[config.mk]
export PLATFORM = sky130hd
export DESIGN_NAME = dma_chan_teardown
export DESIGN_NICKNAME = d
export VERILOG_FILES = /design/src/rtl/dct_pkg.sv /design/src/rtl/dct_cfg_reg.sv /design/src/rtl/dct_inflight.sv /design/src/rtl/dct_td_seq.sv /design/src/rtl/dma_chan_teardown.sv
export SDC_FILE = /design/constraint.sdc
export NUM_CORES = 1
export LEC_CHECK = 0
export ABC_AREA = 1
export CAP_MARGIN = 20
export CORE_MARGIN = 2
export CORE_UTILIZATION = 35
export CTS_BUF_LIST = sky130_fd_sc_hd__clkbuf_8
export DETAILED_ROUTE_END_ITERATION = 10
export DONT_BUFFER_PORTS = 1
export PLACE_DENSITY = 0.5
export SYNTH_ARGS = -nofsm -noshare
export SYNTH_HDL_FRONTEND = slang
export SYNTH_SLANG_ARGS = --single-unit
export TNS_END_PERCENT = 30
[constraint.sdc]
create_clock -name clk -period 2.9 [get_ports clk]
set_input_delay 0.58 -clock clk [delete_from_list [all_inputs] [get_ports clk]]
set_output_delay 0.58 -clock clk [all_outputs]
set_load 0.1 [all_outputs]
[src/rtl/dct_pkg.sv]
package dct_pkg;
   typedef enum logic [1:0] {
      TD_IDLE      = 2'd0,
      TD_RELEASE   = 2'd1,
      TD_MARK_WR   = 2'd2,
      TD_MARK_PUSH = 2'd3
   } td_state_e;

   localparam int CFG_EN_BIT    = 31;
   localparam int CFG_TD_BIT    = 30;
   localparam int CFG_RETRY_BIT = 24;
   localparam int CFG_HOST_BIT  = 14;

   localparam logic [4:0] MARKER_TYPE = 5'h13;

   // type in 31:27, receive flag in 16, port in 4:0
   function automatic logic [31:0] marker_word(input logic is_rx, input logic [4:0] port);
      marker_word = {MARKER_TYPE, 10'd0, is_rx, 11'd0, port};
   endfunction
endpackage

[src/rtl/dct_cfg_reg.sv]
module dct_cfg_reg
   import dct_pkg::*;
#(
   parameter bit IS_RX = 1'b0,
   parameter int CQW   = 12
) (
   input  logic        clk,
   input  logic        rst_n,
   input  logic        wr_en_i,
   input  logic [31:0] wr_data_i,
   input  logic        lock_i,
   output logic [31:0] cfg_o,
   output logic        td_start_o
);
   localparam logic [31:0] CQ_MASK = (32'd1 << CQW) - 32'd1;
   localparam logic [31:0] CTRL_MASK = (32'd1 << CFG_EN_BIT) | (32'd1 << CFG_TD_BIT);
   localparam logic [31:0] RX_MASK = CTRL_MASK | (32'd1 << CFG_RETRY_BIT)
                                     | (32'd1 << CFG_HOST_BIT) | CQ_MASK;

   logic [31:0] keep_mask;
   logic        wr_ok;

   generate
      if (IS_RX) begin : g_rx_fields
         assign keep_mask = RX_MASK;
      end else begin : g_tx_fields
         assign keep_mask = CTRL_MASK;
      end
   endgenerate

   assign wr_ok      = wr_en_i && !lock_i;
   assign td_start_o = wr_ok && wr_data_i[CFG_EN_BIT] && wr_data_i[CFG_TD_BIT];

   always_ff @(posedge clk or negedge rst_n) begin
      if (!rst_n) begin
         cfg_o <= '0;
      end else if (wr_ok) begin
         cfg_o <= wr_data_i & keep_mask;
      end
   end

   p_cfg_frozen_r10: assert property (@(posedge clk) disable iff (!rst_n)
      (lock_i && wr_en_i) |=> $stable(cfg_o));
endmodule

[src/rtl/dct_inflight.sv]
module dct_inflight #(
   parameter int AW = 32
) (
   input  logic          clk,
   input  logic          rst_n,
   input  logic          load_i,
   input  logic [AW-1:0] addr_i,
   input  logic          done_i,
   input  logic          drop_i,
   output logic          busy_o,
   output logic [AW-1:0] desc_o
);
   always_ff @(posedge clk or negedge rst_n) begin
      if (!rst_n) begin
         busy_o <= 1'b0;
         desc_o <= '0;
      end else if (drop_i) begin
         busy_o <= 1'b0;
      end else if (load_i && !busy_o) begin
         busy_o <= 1'b1;
         desc_o <= addr_i;
      end else if (done_i) begin
         busy_o <= 1'b0;
      end
   end

   p_desc_hold_r3: assert property (@(posedge clk) disable iff (!rst_n)
      (busy_o && !drop_i) |=> $stable(desc_o));
endmodule

[src/rtl/dct_td_seq.sv]
module dct_td_seq
   import dct_pkg::*;
#(
   parameter bit            IS_RX   = 1'b0,
   parameter int            AW      = 32,
   parameter int            QW      = 12,
   parameter logic [QW-1:0] TD_CQ   = '0,
   parameter logic [AW-1:0] TD_ADDR = '0,
   parameter int            PORT_ID = 0
) (
   input  logic          clk,
   input  logic          rst_n,
   input  logic          start_i,
   input  logic          inflight_i,
   input  logic [AW-1:0] desc_i,
   input  logic [QW-1:0] cq_i,
   input  logic          push_ready_i,
   output logic          push_valid_o,
   output logic [QW-1:0] push_qnum_o,
   output logic [AW-1:0] push_desc_o,
   output logic          mem_we_o,
   output logic [AW-1:0] mem_addr_o,
   output logic [31:0]   mem_wdata_o,
   output logic          drop_o,
   output logic          active_o
);
   localparam logic [31:0] MARKER = marker_word(IS_RX, PORT_ID[4:0]);

   td_state_e st_q, st_d;
   logic      go_release;
   logic      early_drop;

   generate
      if (IS_RX) begin : g_rx_discard
         assign go_release = 1'b0;
         assign early_drop = start_i && inflight_i;
      end else begin : g_tx_return
         assign go_release = inflight_i;
         assign early_drop = 1'b0;
      end
   endgenerate

   always_comb begin
      st_d = st_q;
      case (st_q)
         TD_IDLE:      if (start_i) st_d = go_release ? TD_RELEASE : TD_MARK_WR;
         TD_RELEASE:   if (push_ready_i) st_d = TD_MARK_WR;
         TD_MARK_WR:   st_d = TD_MARK_PUSH;
         TD_MARK_PUSH: if (push_ready_i) st_d = TD_IDLE;
         default:      st_d = TD_IDLE;
      endcase
   end

   always_ff @(posedge clk or negedge rst_n) begin
      if (!rst_n) st_q <= TD_IDLE;
      else        st_q <= st_d;
   end

   assign active_o     = (st_q != TD_IDLE);
   assign drop_o       = ((st_q == TD_RELEASE) && push_ready_i) || ((st_q == TD_IDLE) && early_drop);
   assign push_valid_o = (st_q == TD_RELEASE) || (st_q == TD_MARK_PUSH);
   assign push_qnum_o  = (st_q == TD_RELEASE) ? cq_i : TD_CQ;
   assign push_desc_o  = (st_q == TD_RELEASE) ? desc_i : TD_ADDR;
   assign mem_we_o     = (st_q == TD_MARK_WR);
   assign mem_addr_o   = TD_ADDR;
   assign mem_wdata_o  = MARKER;

   p_push_hold_r8: assert property (@(posedge clk) disable iff (!rst_n)
      (push_valid_o && !push_ready_i) |=> (push_valid_o && $stable(push_desc_o) && $stable(push_qnum_o)));

   p_mark_then_push_r7: assert property (@(posedge clk) disable iff (!rst_n)
      $rose(st_q == TD_MARK_PUSH) |-> $past(mem_we_o));

   p_release_first_r4: assert property (@(posedge clk) disable iff (!rst_n)
      mem_we_o |-> !inflight_i);

   generate
      if (IS_RX) begin : g_rx_chk
         p_rx_marker_only_r5: assert property (@(posedge clk) disable iff (!rst_n)
            push_valid_o |-> (push_desc_o == TD_ADDR));
      end
   endgenerate
endmodule

[src/rtl/dma_chan_teardown.sv]
module dma_chan_teardown
   import dct_pkg::*;
#(
   parameter bit            IS_RX        = 1'b0,
   parameter int            PORT_ID      = 0,
   parameter int            AW           = 32,
   parameter int            QW           = 12,
   parameter int            CQW          = 12,
   parameter logic [QW-1:0] TX_CQ_NUM    = 12'd40,
   parameter logic [QW-1:0] TD_CQ_NUM    = 12'd1,
   parameter logic [AW-1:0] TD_DESC_ADDR = 32'h0000_1000
) (
   input  logic          clk,
   input  logic          rst_n,
   input  logic          cfg_wr_en,
   input  logic [31:0]   cfg_wr_data,
   output logic [31:0]   cfg_value,
   output logic          chan_accept,
   output logic          teardown_busy,
   input  logic          xfer_load,
   input  logic [AW-1:0] xfer_desc,
   input  logic          xfer_done,
   output logic          xfer_busy,
   output logic          qpush_valid,
   input  logic          qpush_ready,
   output logic [QW-1:0] qpush_qnum,
   output logic [AW-1:0] qpush_desc,
   output logic          dmem_we,
   output logic [AW-1:0] dmem_addr,
   output logic [31:0]   dmem_wdata
);
   generate
      if (CQW < 1 || CQW > 14) begin : g_bad_cqw
         $error("CQW must lie in 1..14");
      end
      if (CQW > QW) begin : g_bad_qw
         $error("CQW must not exceed QW");
      end
      if (PORT_ID < 0 || PORT_ID > 31) begin : g_bad_port
         $error("PORT_ID must fit five bits");
      end
      if (AW < 6) begin : g_bad_aw
         $error("AW too small for aligned descriptors");
      end
   endgenerate

   logic          td_start;
   logic          td_active;
   logic          drop;
   logic [AW-1:0] cur_desc;
   logic [QW-1:0] comp_q;
   logic          load_ok;
   logic          done_ok;

   dct_cfg_reg #(.IS_RX(IS_RX), .CQW(CQW)) u_cfg (
      .clk        (clk),
      .rst_n      (rst_n),
      .wr_en_i    (cfg_wr_en),
      .wr_data_i  (cfg_wr_data),
      .lock_i     (td_active),
      .cfg_o      (cfg_value),
      .td_start_o (td_start)
   );

   generate
      if (IS_RX) begin : g_rx_cq
         always_comb begin
            comp_q = '0;
            comp_q[CQW-1:0] = cfg_value[CQW-1:0];
         end
      end else begin : g_tx_cq
         assign comp_q = TX_CQ_NUM;
      end
   endgenerate

   assign chan_accept = cfg_value[CFG_EN_BIT] && !cfg_value[CFG_TD_BIT];
   assign load_ok     = xfer_load && chan_accept && !td_active && !td_start;
   assign done_ok     = xfer_done && !td_active;

   dct_inflight #(.AW(AW)) u_inflight (
      .clk    (clk),
      .rst_n  (rst_n),
      .load_i (load_ok),
      .addr_i (xfer_desc),
      .done_i (done_ok),
      .drop_i (drop),
      .busy_o (xfer_busy),
      .desc_o (cur_desc)
   );

   dct_td_seq #(
      .IS_RX   (IS_RX),
      .AW      (AW),
      .QW      (QW),
      .TD_CQ   (TD_CQ_NUM),
      .TD_ADDR (TD_DESC_ADDR),
      .PORT_ID (PORT_ID)
   ) u_seq (
      .clk          (clk),
      .rst_n        (rst_n),
      .start_i      (td_start),
      .inflight_i   (xfer_busy),
      .desc_i       (cur_desc),
      .cq_i         (comp_q),
      .push_ready_i (qpush_ready),
      .push_valid_o (qpush_valid),
      .push_qnum_o  (qpush_qnum),
      .push_desc_o  (qpush_desc),
      .mem_we_o     (dmem_we),
      .mem_addr_o   (dmem_addr),
      .mem_wdata_o  (dmem_wdata),
      .drop_o       (drop),
      .active_o     (td_active)
   );

   assign teardown_busy = td_active;

   p_no_accept_in_td_r9: assert property (@(posedge clk) disable iff (!rst_n)
      teardown_busy |-> !chan_accept);

   p_busy_from_write_r9: assert property (@(posedge clk) disable iff (!rst_n)
      td_start |=> teardown_busy);
endmodule

==> results of run 1 <==
[power groups by stage]
stage | sequential, W | clock [W] | combinational (W)
after global routing | 0.000911 | 0.000502 | 0.00260
after global placement | 0.000884 | 0 | 0.00244
final | 0.000878 | 0.000455 | 0.00246
after CTS | 0.000880 | 0.000480 | 0.00248
after floorplan | 0.000991 | 0 | 0.00217
after detailed placement | 0.000889 | 0 | 0.00246
[cells in the mapped netlist, drive strengths merged]
cell type / number
inv: 41
o21a: 1
ha: 5
buf: 109
or2: 2
clkbuf: 8
dfrtp: 37
a31oi: 1
nor2: 3
nand2: 113
conb: 2
nand3: 36
o21ai: 2
[final cells by class]
cell class / count / area [sq um] / area share [%]
Timing Repair Buffer: 41 / 320 / 11.4
Sequential cell: 37 / 926 / 33.1
Tap cell: 102 / 128 / 4.56
Clock inverter: 2 / 33.8 / 1.21
Multi-Input combinational cell: 266 / 1160 / 41.3
Clock buffer: 6 / 82.6 / 2.95
Inverter: 41 / 154 / 5.50
[worst max-delay path by stage]
stage,from,to,slack (ps),depth (start not counted)
6_report,u_seq.st_q[1],qpush_desc[12],430,4
5_1_grt,u_seq.st_q[1],u_inflight.desc_o[25],260,8
4_1_cts,u_seq.st_q[1],qpush_desc[12],400,4
3_5_place_dp,u_seq.st_q[1],u_inflight.desc_o[22],470,8
3_3_place_gp,u_seq.st_q[1],u_inflight.desc_o[6],500,8
2_1_floorplan,u_seq.st_q[1],qpush_desc[12],70,5
[what timing repair did]
item | in CTS | in global routing
endpoints found under the hold margin | 37 | 0
hold buffers | 1 | 0
buffers inserted | 0 | 0
resized for setup | 0 | 0
endpoints found under the setup margin | 0 | 0
[registers in the layout, summed over array words and instances (netlist names)]
| register | cells |
|---|---|
| u_inflight.desc_o | 32 |
| u_cfg.cfg_o | 2 |
| u_seq.st_q | 2 |
| u_inflight.busy_o | 1 |
[kinds of logic after synthesis]
family	synth area share (%)
buffers and inverters	38.0
adders and majority gates	2.29
DFF	34.0
other	0.275
AOI/OAI and AO/OA	1.42
and+or+nand+nor	24.0
[per-layer routing]
| layer | share of wire (%) | GRT usage, % | up-vias |
|---|---|---|---|
| met5 | 0 | 0 | - |
| met4 | 0.59 | 2.99 | 0 |
| met3 | 8.7 | 3.94 | 5 |
| met2 | 50 | 19.5 | 95 |
| met1 | 41 | 14.1 | 871 |
| li1 | - | - | 927 |
[metrics by stage]
| stage | hold slack (ps) | std cells |
|---|---|---|
| 2_1_floorplan | 284 | 461 |
| 3_3_place_gp | 286 | 486 |
| 3_5_place_dp | 285 | 486 |
| 4_1_cts | 125 | 495 |
| 5_1_grt | 128 | 495 |
| 6_report | 128 | 495 |
==> impl_metrics.env, run 1 <==
export IMPL_crit_family="simple AND/OR/NAND/NOR gates"
export IMPL_grt_pass1_wl_um=7940
export IMPL_die_area_sq_mm=0.00851
export IMPL_p_leak_nw=1.84
export IMPL_setup_ws_ps=434
export IMPL_dr_pass1_iters=6
export IMPL_ys_seq_elements=37
export IMPL_syn_area_sq_mm=0.00273
export IMPL_p_sw_share_pct=62.9
export IMPL_io_buffers=0
export IMPL_clock_fmax_mhz=406
export IMPL_power_frac_seq_pct=23.2
export IMPL_final_setup_tns_ps=0
export IMPL_path_cells="inv_1, ha_4, inv_1, or2_2"
export IMPL_worst_ep_required_time_ps=2320
export IMPL_critical_path_max_stage_delay_ps=520
export IMPL_chipHeight_um=92.3
export IMPL_hp_class="in -> async"
export IMPL_ff2ff_path_depth=8
export IMPL_intPower_w=0.00140
export IMPL_maxCapViolCount=0
export IMPL_pre_cts_ws_ps=467
export IMPL_routed_wl_um=4960
export IMPL_power_density_mw_per_mm2=1350
export IMPL_drt_iter0_drc=107
export IMPL_grt_max_degree=38
export IMPL_grt_use_total_pct=11.6
export IMPL_status="finished clean"
export IMPL_viasPerCell=3.83
export IMPL_synth_top_cell_area_share_pct=34.0
export IMPL_row_count=32
export IMPL_synth_warnings=0
export IMPL_arrival_ps=1890
export IMPL_die_w_um=92.3
export IMPL_antenna_left=0
export IMPL_core_area_sq_mm=0.00765
export IMPL_insertedDiodeCount=0
export IMPL_critPathMostFrequentCell="inv_1"
export IMPL_ioPinCount=215
export IMPL_placedInstanceArea_sq_mm=0.00266
export IMPL_slowest_stage="or2_2"
export IMPL_fin_total_pwr_w=0.00379
export IMPL_rr_endpoint="u_inflight.desc_o[6]"
export IMPL_grt_pass1_vias=1666
export IMPL_power_switching_w=0.00238
export IMPL_critPathKind="reg -> out"
export IMPL_initial_utilization_pct=35.7
export IMPL_slew_headroom_pct=43.2
export IMPL_drive_above_1_share_pct=14.8
export IMPL_num_fill_cells=820
export IMPL_overflow=0
export IMPL_syn_mean_instance_area_sq_um=7.57
export IMPL_finalSetupViolCount=0
export IMPL_final_cell_mix="nand2_1, conb_1, inv_1, buf_4, dfrtp_1"
export IMPL_routed_via_count=1898
export IMPL_fin_util_pct=36.6
export IMPL_area_growth_pct=2.71
export IMPL_worst_slew_pin_transition_ps=851
export IMPL_yosysTopAreaCell="dfrtp_1"
export IMPL_fin_skew_ps=8.68
export IMPL_cts_made_buffers=5
export IMPL_clkLatencyLatePin_ps=280
export IMPL_drv_slew=0
export IMPL_cp_end_kind="primary output"
export IMPL_post_route_min_period_ps=2470
export IMPL_hold_viol_final=0
export IMPL_place_congestion=0.685
export IMPL_wl_per_cell_um=10.0
export IMPL_yosysSeqAreaShare_pct=34.0
export IMPL_cts_sinks=37
export IMPL_reg2reg_from="u_seq.st_q[1]"
export IMPL_cts_root_buf="clkbuf_8"
export IMPL_rsz0062_at_grt="false"
export IMPL_postLayoutCellArea_sq_mm=0.00280
export IMPL_cts_buffer_depth=2
export IMPL_irDropWorstVdd_v=0.000585
export IMPL_r2r_slack_ps=500
export IMPL_clk_pin_slew_ps=80
export IMPL_cp_buffers_inverters=2
export IMPL_fin_nets=467
export IMPL_min_period_over_period_pct=85.0
export IMPL_syn_inst=360
export IMPL_synth_area_leaders="dfrtp_1, buf_4, nand2_1"
export IMPL_cts_tree="yes"
export IMPL_htree_levels=2
export IMPL_place_hpwl_um=3550
export IMPL_drc=0
export IMPL_mostFrequentLayoutCell="nand2_1"
export IMPL_synth_cell_types=20
export IMPL_start_kind="register"
export IMPL_path_max_fanout=35
export IMPL_p_comb_share_pct=64.8
export IMPL_antenna_found_initial=0
export IMPL_clkPwrFrac_pct=12.0
Power figures use the tool's default switching activity.
==> run 2: changes to the inputs <==
--- a/config.mk
+++ b/config.mk
@@ -12,8 +12,10 @@
 export CTS_BUF_LIST = sky130_fd_sc_hd__clkbuf_8
 export DETAILED_ROUTE_END_ITERATION = 10
 export DONT_BUFFER_PORTS = 1
-export PLACE_DENSITY = 0.5
+export PLACE_DENSITY_LB_ADDON = 0.15
+export SLEW_MARGIN = 40
 export SYNTH_ARGS = -nofsm -noshare
 export SYNTH_HDL_FRONTEND = slang
+export SYNTH_HIERARCHICAL = 1
 export SYNTH_SLANG_ARGS = --single-unit
 export TNS_END_PERCENT = 30
==> run 2 against run 1 <==
Clock power up 17%. Count of clock-buffer cells in the layout decreased by 1. Sequential power shrank 1%. Global-route usage rose by 0.30 points. Largest cell class unchanged. Largest power group unchanged. Highest routed layer unchanged.
==> impl_metrics.env, run 2 <==
export IMPL_power_density_mw_per_mm2=1320
export IMPL_yosysTopAreaCell="dfrtp_1"
export IMPL_htree_levels=2
export IMPL_hp_class="in -> async"
export IMPL_endpoint="u_inflight/desc_o[4]"
export IMPL_grt_pass1_wl_um=8290
export IMPL_antenna_found_initial=0
export IMPL_synth_warnings=6
export IMPL_die_w_um=93.7
export IMPL_p_comb_share_pct=64.1
export IMPL_syn_inst=391
export IMPL_cts_buffer_depth=2
export IMPL_r2r_slack_ps=390
export IMPL_drv_slew=0
export IMPL_synth_area_leaders="dfrtp_1, buf_4, nand2_1"
export IMPL_grt_pass1_vias=1737
export IMPL_finalSetupViolCount=0
export IMPL_io_buffers=0
export IMPL_status="finished clean"
export IMPL_drive_above_1_share_pct=14.2
export IMPL_synth_edff_count=0
export IMPL_crit_family="simple AND/OR/NAND/NOR gates"
export IMPL_insertedDiodeCount=0
export IMPL_path_cells="inv_1, ha_2, nand2_1, inv_1, nor2_4, nand2_2, nand2_1, nand2_1"
export IMPL_clock_fmax_mhz=399
export IMPL_viasPerCell=3.82
export IMPL_intPower_w=0.00146
export IMPL_p_sw_share_pct=62.5
export IMPL_antenna_left=0
export IMPL_chipHeight_um=93.7
export IMPL_cts_made_buffers=5
export IMPL_routed_via_count=2054
export IMPL_power_frac_seq_pct=22.3
export IMPL_routed_wl_um=5490
export IMPL_pre_cts_ws_ps=340
export IMPL_arrival_ps=2680
export IMPL_final_cell_mix="nand2_1, conb_1, inv_1"
export IMPL_critPathKind="reg -> reg"
export IMPL_ys_flop_type="dfrtp_1"
export IMPL_area_growth_pct=5.42
export IMPL_min_period_over_period_pct=86.5
export IMPL_p_leak_nw=2.04
export IMPL_cp_end_kind="register"
export IMPL_overflow=0
export IMPL_setup_ws_ps=391
export IMPL_cp_buffers_inverters=2
export IMPL_rr_endpoint="u_inflight/desc_o[4]"
export IMPL_irDropWorstVdd_v=0.000629
export IMPL_maxCapViolCount=0
export IMPL_crit_start="u_seq/st_q[1]"
export IMPL_power_switching_w=0.00244
export IMPL_core_area_sq_mm=0.00777
export IMPL_slowest_stage="nor2_4"
export IMPL_ff2ff_path_depth=8
export IMPL_initial_utilization_pct=36.2
export IMPL_worst_slew_pin_transition_ps=805
export IMPL_die_area_sq_mm=0.00877
export IMPL_cts_tree="yes"
export IMPL_largest_reg_flops=32
export IMPL_post_cts_buffers=0
export IMPL_synth_top_cell_area_share_pct=32.9
export IMPL_crit_cells=8
export IMPL_mostFrequentLayoutCell="nand2_1"
export IMPL_place_congestion=0.728
export IMPL_reg2reg_from="u_seq/st_q[1]"
export IMPL_critical_path_max_stage_delay_ps=640
export IMPL_clk_pin_slew_ps=80
export IMPL_synth_cell_types=18
export IMPL_async_reset_ff_share_pct=100
export IMPL_top_register="u_inflight/desc_o"
export IMPL_rsz0062_at_grt="false"
export IMPL_synth_most_common_cell="nand2_1"
export IMPL_fin_nets=511
export IMPL_grt_max_degree=38
export IMPL_top_regs="u_inflight/desc_o (32), u_cfg/cfg_o (2), u_seq/st_q (2)"
export IMPL_fin_skew_ps=3.60
export IMPL_start_kind="register"
export IMPL_clkLatencyLatePin_ps=280
export IMPL_critPathMostFrequentCell="nand2_1"
export IMPL_drc=0
export IMPL_slew_headroom_pct=46.2
export IMPL_ioPinCount=215
export IMPL_grt_use_total_pct=11.9
export IMPL_syn_mean_instance_area_sq_um=7.20
export IMPL_final_setup_tns_ps=0
export IMPL_yosysSeqAreaShare_pct=32.9
export IMPL_wl_per_cell_um=10.2
export IMPL_syn_area_sq_mm=0.00281
export IMPL_cts_sinks=37
export IMPL_drt_iter0_drc=48
export IMPL_place_hpwl_um=3960
export IMPL_path_max_fanout=33
export IMPL_cts_root_buf="clkbuf_8"
export IMPL_row_count=32
export IMPL_ys_seq_elements=37
export IMPL_dr_pass1_iters=6
export IMPL_worst_ep_required_time_ps=3080
export IMPL_post_route_min_period_ps=2510
export IMPL_hold_viol_final=0
export IMPL_clkPwrFrac_pct=13.6
export IMPL_synthTopCellsByCount="nand2_1, buf_4, inv_1"
## run 2: kinds of logic (layout without fill, tap and decap cells)
group	Yosys count	count (layout)	share of synthesized area, %
simple gates	176	176	26.1
buf+inv	166	110	37.5
flops	37	37	32.9
compound gates	1	1	0.178
fa+ha+maj	6	6	2.67
other cells	5	106	0.667
## run 2: power by group through the flow
| stage | combinational [W] | sequential (W) | clock [W] |
|---|---|---|---|
| 5_1_grt | 0.00266 | 0.000902 | 0.000573 |
| 2_1_floorplan | 0.00220 | 0.00100 | 0 |
| 3_3_place_gp | 0.00250 | 0.000874 | 0 |
| 4_1_cts | 0.00252 | 0.000871 | 0.000555 |
| 6_report | 0.00250 | 0.000869 | 0.000533 |
| 3_5_place_dp | 0.00251 | 0.000878 | 0 |
## run 2: worst min path at each step
stage,depth (start not counted),to
3_3_place_gp,0,u_inflight/desc_o[20]
4_1_cts,1,u_inflight/desc_o[20]
6_report,1,u_inflight/desc_o[19]
2_1_floorplan,0,u_cfg/cfg_o[30]
5_1_grt,1,u_inflight/desc_o[19]
3_5_place_dp,0,u_inflight/desc_o[20]
## run 2: final cells by class
type | instances | area, sq um
Fill cell | 858 | 4800
Multi-Input combinational cell | 289 | 1210
Sequential cell | 37 | 926
Timing Repair Buffer | 45 | 350
Inverter | 57 | 214
Tap cell | 102 | 128
Clock buffer | 5 | 68.8
Clock inverter | 3 | 65.1
## run 2: stage by stage
step           power (W)  utilization [%]  cells  hold slack [ps]  cell area [sq um]
2_1_floorplan    0.00320                -    492              284               3190
3_3_place_gp     0.00337             36.2    529              286               2810
3_5_place_dp     0.00338             36.2    529              285               2810
4_1_cts          0.00395             38.2    538              124               2970
5_1_grt          0.00413             38.2    538              126               2970
6_report         0.00390             38.2    538              127               2970
## run 2: worst register-to-register path: stages (launching register included)
cell,delay [ps]
dfrtp_1,410
inv_1,120
ha_2,200
nand2_1,50
inv_1,70
nor2_4,640
nand2_2,630
nand2_1,220
nand2_1,60
## run 2: metal layers
| metal | track usage (%) | share of wire, % | vias to the layer above |
|---|---|---|---|
| met1 | 14.7 | 39 | 889 |
| li1 | - | - | 1026 |
| met2 | 19.1 | 47 | 134 |
| met3 | 5.22 | 13 | 5 |
| met5 | 0 | 0 | - |
| met4 | 2.90 | 0.62 | 0 |
## run 2: repair_timing
item                      CTS  global route
hold endpoints to repair   37             0
hold buffers                1             0
resized for setup           0             0
==> run 3: changes to the inputs <==
--- a/config.mk
+++ b/config.mk
@@ -7,7 +7,6 @@
 export LEC_CHECK = 0
 export ABC_AREA = 1
 export CAP_MARGIN = 20
-export CORE_MARGIN = 2
 export CORE_UTILIZATION = 35
 export CTS_BUF_LIST = sky130_fd_sc_hd__clkbuf_8
 export DETAILED_ROUTE_END_ITERATION = 10
==> run 3 against run 2 <==
Clock skew grew 3.3 ps. Design area shrank 0.63%. Maximum frequency grew 2.2%. Critical path type unchanged. Highest routed layer unchanged.
==> impl_metrics.env, run 3 (synthesis results as in run 2) <==
export IMPL_critPathKind="reg -> reg"
export IMPL_rsz0062_at_grt="false"
export IMPL_drt_iter0_drc=71
export IMPL_worst_slew_pin_transition_ps=777
export IMPL_drv_slew=0
export IMPL_row_count=32
export IMPL_arrival_ps=2620
export IMPL_routed_via_count=2050
export IMPL_clk_pin_slew_ps=80
export IMPL_grt_pass1_wl_um=8630
export IMPL_ioPinCount=215
export IMPL_postLayoutCellArea_sq_mm=0.00295
export IMPL_cts_buffer_depth=2
export IMPL_p_sw_share_pct=63.9
export IMPL_dr_pass1_iters=4
export IMPL_fin_nets=511
export IMPL_cts_root_buf="clkbuf_8"
export IMPL_reg2reg_from="u_seq/st_q[1]"
export IMPL_worst_ep_required_time_ps=3070
export IMPL_antenna_found_initial=0
export IMPL_routed_wl_um=5210
export IMPL_placedInstanceArea_sq_mm=0.00281
export IMPL_finalSetupViolCount=0
export IMPL_crit_start="u_seq/st_q[1]"
export IMPL_fin_util_pct=38.0
export IMPL_power_density_mw_per_mm2=1300
export IMPL_numPlacedInstances=529
export IMPL_power_frac_seq_pct=22.7
export IMPL_cts_tree="yes"
export IMPL_grt_use_total_pct=12.6
export IMPL_cts_sinks=37
export IMPL_maxCapViolCount=0
export IMPL_status="finished clean"
export IMPL_drive_above_1_share_pct=14.2
export IMPL_cts_made_buffers=5
export IMPL_top_regs="u_inflight/desc_o (32), u_cfg/cfg_o (2), u_seq/st_q (2)"
export IMPL_antenna_left=0
export IMPL_min_period_over_period_pct=84.6
export IMPL_final_cell_mix="nand2_1, conb_1, inv_1"
export IMPL_intPower_w=0.00138
export IMPL_area_growth_pct=4.76
export IMPL_path_max_fanout=33
export IMPL_final_setup_tns_ps=0
export IMPL_clkLatencyLatePin_ps=280
export IMPL_die_w_um=91.7
export IMPL_p_comb_share_pct=65.4
export IMPL_hp_class="in -> async"
export IMPL_chipHeight_um=91.7
export IMPL_core_area_sq_mm=0.00777
export IMPL_place_congestion=0.713
export IMPL_grt_pass1_vias=1864
export IMPL_die_area_sq_mm=0.00840
export IMPL_viasPerCell=3.81
export IMPL_fin_skew_ps=6.90
export IMPL_hold_slack_ps=120
export IMPL_htree_levels=2
export IMPL_overflow=0
export IMPL_start_kind="register"
export IMPL_top_register="u_inflight/desc_o"
export IMPL_num_fill_cells=903
export IMPL_insertedDiodeCount=0
export IMPL_drc=0
export IMPL_instances_no_fill=538
export IMPL_irDropWorstVdd_v=0.000626
export IMPL_io_buffers=0
export IMPL_initial_utilization_pct=36.2
export IMPL_place_hpwl_um=3710
export IMPL_clkPwrFrac_pct=11.9
export IMPL_post_route_min_period_ps=2450
export IMPL_slew_headroom_pct=48.0
export IMPL_largest_reg_flops=32
export IMPL_grt_max_degree=38
export IMPL_cp_end_kind="register"
export IMPL_hold_viol_final=0
export IMPL_wl_per_cell_um=9.68
export IMPL_p_leak_nw=2.03
export IMPL_clock_fmax_mhz=407
export IMPL_mostFrequentLayoutCell="nand2_1"
export IMPL_power_switching_w=0.00244
export IMPL_ctsResizeCount=0
[run 3: changes by cell type in the layout (fill, tap and decap cells not counted), sizes merged]
| cell | previous run | this run |
|---|---|---|
| bufinv | 2 | 1 |
| clkinvlp | 0 | 1 |
[run 3: per-stage QoR]
step | worst slack, ps | total power, W
after floorplan | 537 | 0.00320
after global placement | 414 | 0.00336
after detailed placement | 384 | 0.00338
after CTS | 380 | 0.00386
after global routing | 136 | 0.00405
final | 446 | 0.00382
[run 3: final timing paths]
path / slack, ps / cells after the start / to
max: 450 / 8 / u_inflight/desc_o[5]
min: 120 / 1 / u_inflight/desc_o[18]
max reg2reg: 450 / 8 / u_inflight/desc_o[5]
min reg2reg: 470 / 2 / u_inflight/desc_o[10]
max in group asynchronous: 2580 / 1 / u_inflight/desc_o[5]
min in group clk: 430 / 2 / u_inflight/desc_o[18]
[run 3: cell type report]
class	count	area (sq um)	area share, %
clock buffer	5	68.8	2.33
inverter	57	214	7.26
sequential	37	926	31.4
tap	102	128	4.33
timing repair buffer	45	350	11.9
clock inverter	3	46.3	1.57
multi-input combinational	289	1210	41.2
[run 3: layer usage]
metal  up-vias  global-route usage [%]  wire [um]
met5         -                       0          0
met4         0                    2.78         12
met3         2                    3.98        488
met2       105                    22.0       2530
met1       912                    15.2       2180
li1       1031                       -          -
[run 3: power by group through the flow]
stage / combinational (W) / sequential (W) / clock (W)
6_report: 0.00250 / 0.000868 / 0.000454
5_1_grt: 0.00266 / 0.000900 / 0.000494
3_5_place_dp: 0.00250 / 0.000879 / 0
2_1_floorplan: 0.00220 / 0.00100 / 0
3_3_place_gp: 0.00249 / 0.000876 / 0
4_1_cts: 0.00252 / 0.000871 / 0.000474
[run 3: timing repair]
| action | 4_1_cts | 5_1_grt |
|---|---|---|
| endpoints found under the hold margin | 37 | 0 |
| hold buffers | 1 | 0 |
| setup buffers | 0 | 0 |
[run 3: worst max-delay path, cell delays in order, from the launching register on]
cell,delay (ps)
dfrtp_1,400
inv_1,120
ha_2,200
nand2_1,50
inv_1,60
nor2_4,620
nand2_2,620
nand2_1,190
nand2_1,70
